==> src/rtl/dsa_rowpick.sv <==
// Finds the first three selected rows of a mask and counts the selected rows.
module dsa_rowpick #(
    parameter int N_ROWS = 8,
    localparam int IDXW = (N_ROWS > 1) ? $clog2(N_ROWS) : 1,
    localparam int CNTW = $clog2(N_ROWS + 1)
) (
    input  logic [N_ROWS-1:0] mask,
    output logic [IDXW-1:0]   idx_a,
    output logic [IDXW-1:0]   idx_b,
    output logic [IDXW-1:0]   idx_c,
    output logic [CNTW-1:0]   cnt
);
    always_comb begin
        idx_a = '0;
        idx_b = '0;
        idx_c = '0;
        cnt   = '0;
        for (int i = 0; i < N_ROWS; i++) begin
            if (mask[i]) begin
                if (cnt == CNTW'(0))      idx_a = IDXW'(i);
                else if (cnt == CNTW'(1)) idx_b = IDXW'(i);
                else if (cnt == CNTW'(2)) idx_c = IDXW'(i);
                cnt = cnt + CNTW'(1);
            end
        end
    end
endmodule

==> config.mk <==
export PLATFORM = sky130hd
export DESIGN_NAME = dsa_rowpick
export DESIGN_NICKNAME = d
export VERILOG_FILES = /design/src/rtl/dsa_rowpick.sv
export SDC_FILE = /design/constraint.sdc
export NUM_CORES = 1
export LEC_CHECK = 0
export BUFFER_PORTS_ARGS = -buffer_cell sky130_fd_sc_hd__buf_2
export CORE_ASPECT_RATIO = 1.2
export CORE_UTILIZATION = 40
export DETAILED_ROUTE_END_ITERATION = 6
export SYNTH_ARGS = -nofsm -noshare
export SYNTH_HDL_FRONTEND = slang
export SYNTH_SLANG_ARGS = --single-unit
==> constraint.sdc <==
create_clock -name vclk -period 6.6
set_input_delay 0.66 -clock vclk [all_inputs]
set_output_delay 0.66 -clock vclk [all_outputs]
set_load 0.02 [all_outputs]
== Word-level counts from Yosys, hierarchy flattened ==
Cells that the tools add are included.

* Flip-flop bits (word level): 0
* Logic and storage cells: 99
* Output and inout bits: 13

* Reductions and logical operators: 7
* Mux-type cells: 71
* Equality and inequality tests: 14
* Add/sub/neg operators: 7

{| class="wikitable"
|+ Operator list
! kind !! number
|-
| 2-to-1 mux 3 bit || 54
|-
| adder 4 x 1 -> 4 bit, second input constant || 7
|-
| == test 4 x 1 -> 1 bit, second input constant || 7
|-
| == test 4 x 2 -> 1 bit, second input constant || 7
|-
| logical NOT 4 bit || 7
|-
| 2-to-1 mux 4 bit || 7
|-
| 2-to-1 mux 1 bit || 10
|}

== Logic depth before layout (Yosys ltp) ==
Gate-level depths: netlist of the first run.

* Depth after elaboration: 30
* Gate-level depth with buffers: 19
* Depth with buffers taken out: 19

== Least setup slack after synthesis of the first run ==
No wires, ideal clock.

* Path type: input-to-output
* From: in mask[0]
* To: out idx_c[0]
* Required time: 5940 ps
* Arrival: 4594 ps
* Buffers on the path: 0
* Stages on the path: 18
* Setup slack: 1346 ps
* Path through: fa_1 > nand2_1 > mux4_2 > ha_1 > nand2_1 > o21ai_2 > inv_1 > ha_1 > mux2i_1 > ha_1 > nand2_1 > o21a_1 > inv_1 > ha_1 > or4bb_1 > nor2_1 > nand3_2 > o21ai_1

* Cells in the longest elaborated chain, start to end: 30
* Elaborated cells on any way between the ends: 62
* Those cells by class: add/sub: 6; eq/ne: 14; mux: 35; reduce/logical: 7

{| class="wikitable"
|+ Ends and longest elaborated chain
! element !! line !! source
|-
| from (decl) || 7 || <nowiki>input logic [N_ROWS-1:0] mask,</nowiki>
|-
| 2-to-1 mux 1 bit (*) || 19 || <nowiki>if (mask[i]) begin</nowiki>
|-
| branches (longest 28 deep; another with adder 4 x 1 -> 4 bit) || n/a ||
|-
| 2-to-1 mux 3 bit (*) || 19 ||
|-
| to (decl) || 10 || <nowiki>output logic [IDXW-1:0] idx_c,</nowiki>
|}

Every way passes the cells marked *.

== Worst setup path after layout of the first run ==
* From: in mask[2]
* To: out idx_c[0]

* Cells in the longest elaborated chain, start to end: 22
* Elaborated cells on any way between the ends: 45
* Those cells by class: add/sub: 4; eq/ne: 10; mux: 26; reduce/logical: 5

{| class="wikitable"
|+ Ends and longest elaborated chain
! element !! line
|-
| branches (longest 21 deep; another with adder 4 x 1 -> 4 bit) || n/a
|-
| 2-to-1 mux 3 bit (*) || 19
|}

Marks and branches as above.

==> results.json, run 1 <==
{
  "synth.avg_cell_area_um2": 7.671,
  "dieWidth_um": 50.14,
  "wl_per_cell_um": 11.86,
  "grt_pass1_wl_mm": 3.815,
  "grt-ovfl-total": 0,
  "cp-startpoint": "mask[2]",
  "core_um2": 2577,
  "critPathCapture": "idx_c[0]",
  "fin_crit_ns": 5.945,
  "ir_drop_v": 0.0001187,
  "grtUsageTotal_pct": 15.73,
  "crit_path_start_kind": "input pin",
  "yosysMostFrequentCell": "nand2_1",
  "synth_top_cell_area_share_pct": 23.62,
  "diodes": 0,
  "cp_cell_sequence": "buf_2, fa_1, nand2_1, mux4_2, ha_1, nand2_1, o21ai_2, inv_1, ha_1, mux2i_1, ha_1, nand2_1, o21a_1, inv_1, ha_1, or4bb_1, nor2_1, nand3_2, o21ai_1, buf_2",
  "critPathMaxFanout": 12,
  "grt_pass1_vias": 923,
  "holdBufCountCts": 0,
  "antenna_found_initial": 0,
  "relSlewSlack_pct": 65.68,
  "fmax_mhz": 168.2,
  "rsz0062_at_grt": "no",
  "portBuffers": 21,
  "syn-num-nets": 175,
  "crit_top_cell": "ha_1",
  "period_share_pct": 90.08,
  "grt_max_degree": 13,
  "yosysTopAreaCell": "ha_1",
  "die_area_um2": 2997,
  "leakagePower_uw": 0.0006121,
  "final_nets": 194,
  "seqCellArea_um2": 0,
  "rows": 20,
  "hpwl_mm": 2.006,
  "die_y_um": 59.77,
  "drt_iter0_markers": 9,
  "pin_count": 21,
  "fin_setup_tns_ns": 0,
  "hold_slack_ns": 1.712,
  "num-clock-buffers": 0,
  "syn_inst": 145,
  "worst_pin_slew_ns": 0.5111,
  "path_class": "input pin to output pin",
  "start_util_pct": 43.16,
  "place_congestion": 0.7782,
  "hold_path.class": "input pin to output pin",
  "syn2layout_area_growth_pct": 10.01,
  "setup_violations": 0,
  "cp.required_ns": 5.94,
  "first_pass_iters": 4,
  "critPathArrivalTime_ns": 5.29,
  "synth_area_leaders": "ha_1, nand2_1, xnor2_1, xnor2_4, inv_1",
  "yosys.cell_types.count": 42,
  "antenna_left": 0,
  "syn_area_um2": 1112,
  "yosysSeqAreaShare_pct": 0,
  "slowest_stage": "fa_1",
  "layout-drive-gt1-share_pct": 24.07,
  "route.detailed.vias_per_inst": 5.210,
  "setup.worst_path.end_class": "output pin",
  "vias": 1016,
  "max_stage_delay_ns": 0.65,
  "hold_viol": 0,
  "drv_cap": 0,
  "synth.top_cells.by_count": "nand2_1, ha_1, inv_1",
  "cts_resized": 0,
  "ys_warn_count": 0,
  "worstHoldStart": "mask[7]",
  "status": "complete, no violations",
  "power.density_nw_per_um2": 220.5,
  "cts_setup_buffers": 0,
  "drc": 0,
  "design.seq.count": 0,
  "maxSlewViolCount": 0,
  "drt-total-wl_mm": 2.312
}
routing by layer:
layer	track usage [%]	part of all wire, %	wire length, µm
met2	31.62	52	1202
met1	18.69	44	1013
met4	1.633	0.82	19
met3	0.5089	3.3	76
met5	0	0	0
layout by cell type, fill, tap and decap left out, types with 2 or more instances in the layout:
cell type	synthesis	routed
and3b_1	2	2
o21ai_1	4	4
nand2_1	22	22
xnor2_1	7	7
nand3_2	3	3
inv_2	2	2
a31oi_1	2	2
xnor2_4	2	2
nor4_1	2	2
a21oi_1	7	7
nand4_1	3	3
nor3b_1	4	4
o21ai_0	2	2
or4bb_1	2	2
ha_1	21	21
buf_2	0	21
mux2i_1	3	3
nor3_1	4	4
nand3_1	4	4
o21a_1	3	3
inv_1	13	13
nor2_1	12	12
layout make-up:
type | count | area, µm²
Timing Repair Buffer | 21 | 105.1
Fill cell | 263 | 1354
Inverter | 15 | 56.30
Multi-Input combinational cell | 126 | 1021
Tap cell | 33 | 41.29
critical path, delay by kind of cell:
family | cells | cell delay (ns)
AOI/OAI and AO/OA | 3 | 0.44
adders and majority gates | 5 | 1.79
buffers and inverters | 4 | 0.58
muxes | 2 | 0.76
and+or+nand+nor | 6 | 1.05
kinds of logic after synthesis:
kind of cell / count (synthesis) / synth area share (%)
compound gates: 23 / 13.05
fa+ha+maj: 22 / 25.42
mux: 4 / 4.724
xor+xnor: 12 / 14.17
simple gates: 65 / 34.42
buf+inv: 19 / 8.212
how the worst min path moves through the flow:
| stage | endpoint | slack, ns | depth (start not counted) |
|---|---|---|---|
| after global routing | cnt[0] | 1.74 | 3 |
| after CTS | cnt[0] | 1.71 | 3 |
| after detailed placement | cnt[0] | 1.71 | 3 |
| after global placement | cnt[0] | 1.70 | 3 |
| after floorplan | idx_c[1] | 1.66 | 4 |
| final | cnt[0] | 1.71 | 3 |
where the power goes:
part | internal (µW) | total, µW | switching (µW)
clock | 0 | 0 | 0
sequential | 0 | 0 | 0
combinational | 100 | 270 | 170
metrics by stage:
stage	worst slack (ns)	utilization (%)	total power (µW)	cell area, µm²	cells
floorplan	1.346	-	205.6	1112	145
finish	0.6548	47.48	269.8	1224	195
global route	0.3417	47.48	298.7	1224	195
detailed placement	0.6529	47.48	270.0	1224	195
CTS	0.6567	47.48	271.3	1224	195
global placement	0.8387	47.48	263.0	1224	195
Note: power is estimated with default switching activity, not from simulation.
==> inputs of run 2 (changes only) <==
--- a/config.mk
+++ b/config.mk
@@ -5,7 +5,7 @@
 export SDC_FILE = /design/constraint.sdc
 export NUM_CORES = 1
 export LEC_CHECK = 0
-export BUFFER_PORTS_ARGS = -buffer_cell sky130_fd_sc_hd__buf_2
+export BUFFER_PORTS_ARGS = -buffer_cell sky130_fd_sc_hd__buf_4
 export CORE_ASPECT_RATIO = 1.2
 export CORE_UTILIZATION = 40
 export DETAILED_ROUTE_END_ITERATION = 6
==> results.json, run 2 (synthesis results as in run 1) <==
{
  "maxSlewViolCount": 0,
  "grt_pass1_wl_mm": 3.898,
  "grt-ovfl-total": 0,
  "first_pass_iters": 4,
  "stdcell_area_um2": 1276,
  "cts_resized": 0,
  "relSlewSlack_pct": 62.33,
  "portBuffers": 21,
  "antenna_found_initial": 0,
  "place_congestion": 0.8441,
  "num-clock-buffers": 0,
  "status": "complete, no violations",
  "ir_drop_v": 0.0001431,
  "hpwl_mm": 2.052,
  "grt_pass1_vias": 904,
  "period_share_pct": 86.98,
  "fin_setup_tns_ns": 0,
  "cts_setup_buffers": 0,
  "critPathArrivalTime_ns": 5.08,
  "grtUsageTotal_pct": 16.36,
  "vias": 996,
  "place_area_um2": 1276,
  "critPathMaxFanout": 7,
  "die_y_um": 59.77,
  "drt-total-wl_mm": 2.346,
  "rows": 20,
  "setup.worst_path.end_class": "output pin",
  "seqCellArea_um2": 0,
  "wl_per_cell_um": 12.03,
  "place_ws_ns": 0.8371,
  "whs_path_depth": 3,
  "drc": 0,
  "cp.required_ns": 5.94,
  "power.density_nw_per_um2": 227.3,
  "setup_violations": 0,
  "path_class": "input pin to output pin",
  "core_um2": 2577,
  "start_util_pct": 43.16,
  "dieWidth_um": 50.14,
  "syn2layout_area_growth_pct": 14.74,
  "grt_max_degree": 13,
  "leakagePower_uw": 0.0006257,
  "worst_pin_slew_ns": 0.5610,
  "antenna_left": 0,
  "die_area_um2": 2997,
  "drv_cap": 0,
  "drt_iter0_markers": 20,
  "multiInputGateArea_um2": 1021,
  "layout-drive-gt1-share_pct": 24.07,
  "diodes": 0,
  "layout_common_cells": "nand2_1, ha_1, buf_4",
  "hold_path.class": "input pin to output pin",
  "crit_path_start_kind": "input pin",
  "pin_count": 21,
  "design.seq.count": 0,
  "final_common_cell": "nand2_1",
  "route.detailed.vias_per_inst": 5.108,
  "hold_viol": 0,
  "final_nets": 194,
  "fillers": 256,
  "rsz0062_at_grt": "no",
  "holdBufCountCts": 0,
  "fmax_mhz": 174.2,
  "fin_crit_ns": 5.741,
  "setup_slack_ns": 0.8593
}
[run 2: path summary, 6_finish.rpt]
path,start,endpoint,slack [ns]
worst min-delay path,mask[7],cnt[0],1.67
worst max-delay path,mask[0],idx_c[0],0.86
[run 2: cell type report]
| type | instances | share of cell area, % |
|---|---|---|
| inverter | 15 | 4.412 |
| tap | 33 | 3.235 |
| multi-input combinational | 126 | 80.00 |
| timing repair buffer | 21 | 12.35 |
[run 2: layer usage]
metal,vias to the layer above,routed length [µm],share of wire [%],GRT usage [%]
met5,-,0,0,0
li1,539,-,-,-
met1,440,1069,46,19.70
met2,17,1225,52,33.71
met3,0,52,2.2,0
met4,0,0,0,0
[run 2: metrics by stage]
step	instances	util (%)	hold WS [ns]	total power, µW
after floorplan	145	-	1.663	205.6
after global placement	195	49.51	1.668	285.6
after detailed placement	195	49.51	1.669	291.5
after CTS	195	49.51	1.670	292.8
after global routing	195	49.51	1.687	322.8
final	195	49.51	1.670	290.0
[run 2: report_power, final]
group	internal (µW)	switching, µW
clock network	0	0
registers	0	0
logic	120	170
total	120	170
[run 2: critical path: stages]
cell and delay, ns:
buf_4 0.13, fa_1 0.66, nand2_1 0.15, mux4_2 0.37, ha_1 0.30, nand2_1 0.06
o21ai_2 0.13, inv_1 0.11, ha_1 0.28, mux2i_1 0.32, ha_1 0.31, nand2_1 0.06
o21a_1 0.19, inv_1 0.09, ha_1 0.22, or4bb_1 0.52, nor2_1 0.13, nand3_2 0.10
o21ai_1 0.12, buf_4 0.16
==> inputs of run 3 (changes only) <==
--- a/config.mk
+++ b/config.mk
@@ -6,7 +6,7 @@
 export NUM_CORES = 1
 export LEC_CHECK = 0
 export BUFFER_PORTS_ARGS = -buffer_cell sky130_fd_sc_hd__buf_4
-export CORE_ASPECT_RATIO = 1.2
+export CORE_ASPECT_RATIO = 1.1
 export CORE_UTILIZATION = 40
 export DETAILED_ROUTE_END_ITERATION = 6
 export SYNTH_ARGS = -nofsm -noshare
==> results.json, run 3 (synthesis results as in run 1) <==
{
  "fin_setup_tns_ns": 0,
  "status": "complete, no violations",
  "grt_pass1_wl_mm": 4.057,
  "fin_crit_ns": 5.881,
  "drt_iter0_markers": 14,
  "slowest_stage": "fa_1",
  "drc": 0,
  "rsz0062_at_grt": "no",
  "grt-ovfl-total": 0,
  "whs_path_depth": 3,
  "grt_pass1_vias": 957,
  "hold_viol": 0,
  "setup_violations": 0,
  "hold_path.class": "input pin to output pin",
  "leakagePower_uw": 0.0006257,
  "seqCellArea_um2": 0,
  "start_util_pct": 43.32,
  "critPathMaxFanout": 7,
  "met3_usage_pct": 0,
  "path_class": "input pin to output pin",
  "syn2layout_area_growth_pct": 14.51,
  "grtUsageMet1_pct": 23.71,
  "layout_common_cells": "nand2_1, ha_1, buf_4",
  "cts_resized": 0,
  "grtUsageTotal_pct": 16.76,
  "antenna_found_initial": 0,
  "hpwl_mm": 1.997,
  "grt_max_degree": 13,
  "worst_pin_slew_ns": 0.5293,
  "cp.required_ns": 5.94,
  "finalCoreUtilization_pct": 49.61,
  "vias": 1013,
  "cp_cell_sequence": "buf_4, fa_1, nand2_1, mux4_2, ha_1, nand2_1, o21ai_2, inv_1, ha_1, mux2i_1, ha_1, nand2_1, o21a_1, inv_1, ha_1, or4bb_1, nor2_1, nand3_2, o21ai_1, buf_4",
  "setup.worst_path.end_class": "output pin",
  "relSlewSlack_pct": 64.46,
  "gr-usage-met2_pct": 30.02,
  "fmax_mhz": 170.0,
  "drt-total-wl_mm": 2.296,
  "max_stage_delay_ns": 0.69,
  "power.density_nw_per_um2": 230.1,
  "portBuffers": 21,
  "holdBufCountCts": 0,
  "place_congestion": 0.8240,
  "die_area_um2": 2996,
  "power.total_uw": 293.1,
  "first_pass_iters": 4,
  "ir_drop_v": 0.0001666,
  "rows": 19,
  "core_um2": 2567,
  "critPathArrivalTime_ns": 5.22,
  "final_nets": 194,
  "wl_per_cell_um": 11.90,
  "drv_cap": 0,
  "crit_top_cell": "ha_1",
  "final_common_cell": "nand2_1",
  "antenna_left": 0,
  "design.seq.count": 0,
  "period_share_pct": 89.10,
  "route.detailed.vias_per_inst": 5.249,
  "layout-drive-gt1-share_pct": 24.07,
  "die_y_um": 57.31,
  "holdPathEnd": "cnt[0]",
  "grt.busiest_layer": "met2",
  "worstHoldStart": "mask[7]",
  "pin_count": 21,
  "crit_path_start_kind": "input pin",
  "cts_setup_buffers": 0,
  "num-clock-buffers": 0,
  "diodes": 0,
  "dieWidth_um": 52.28,
  "maxSlewViolCount": 0
}
-- run 3: worst max-delay path by stage --
| stage | from | end | slack, ns | cells past startpoint |
|---|---|---|---|---|
| after floorplan | mask[0] | idx_c[0] | 1.35 | 18 |
| after global placement | mask[0] | idx_c[0] | 0.87 | 20 |
| after detailed placement | mask[0] | idx_c[0] | 0.74 | 20 |
| after CTS | mask[0] | idx_c[0] | 0.71 | 20 |
| after global routing | mask[0] | idx_c[0] | 0.38 | 20 |
| final | mask[0] | idx_c[0] | 0.72 | 20 |
-- run 3: area by class of cell --
class / count / area [µm²]
Fill cell: 271 / 1294
Multi-Input combinational cell: 126 / 1021
Tap cell: 31 / 38.79
Inverter: 15 / 56.30
Timing Repair Buffer: 21 / 157.7
-- run 3: metrics by stage --
step	cells	area, µm²	hold WS, ns	worst slack, ns
after floorplan	145	1112	1.663	1.346
after global placement	193	1274	1.670	0.8716
after detailed placement	193	1274	1.672	0.7365
after CTS	193	1274	1.672	0.7122
after global routing	193	1274	1.683	0.3815
final	193	1274	1.674	0.7191
-- run 3: where the power goes --
part           switching (µW)  internal [µW]
sequential                  0              0
clock                       0              0
combinational             173            120
-- run 3: metal layers --
metal	wire, µm	part of all wire [%]	vias to the layer above
li1	-	-	532
met2	1074	47	24
met5	0	0	-
met1	1146	50	457
met4	0	0	0
met3	75	3.3	0
-- run 3: critical path: cells and delay by family --
family          cells  cell delay, ns
buf+inv             4            0.50
compound gates      3            0.43
simple gates        6            1.05
fa+ha+maj           5            1.82
mux                 2            0.75
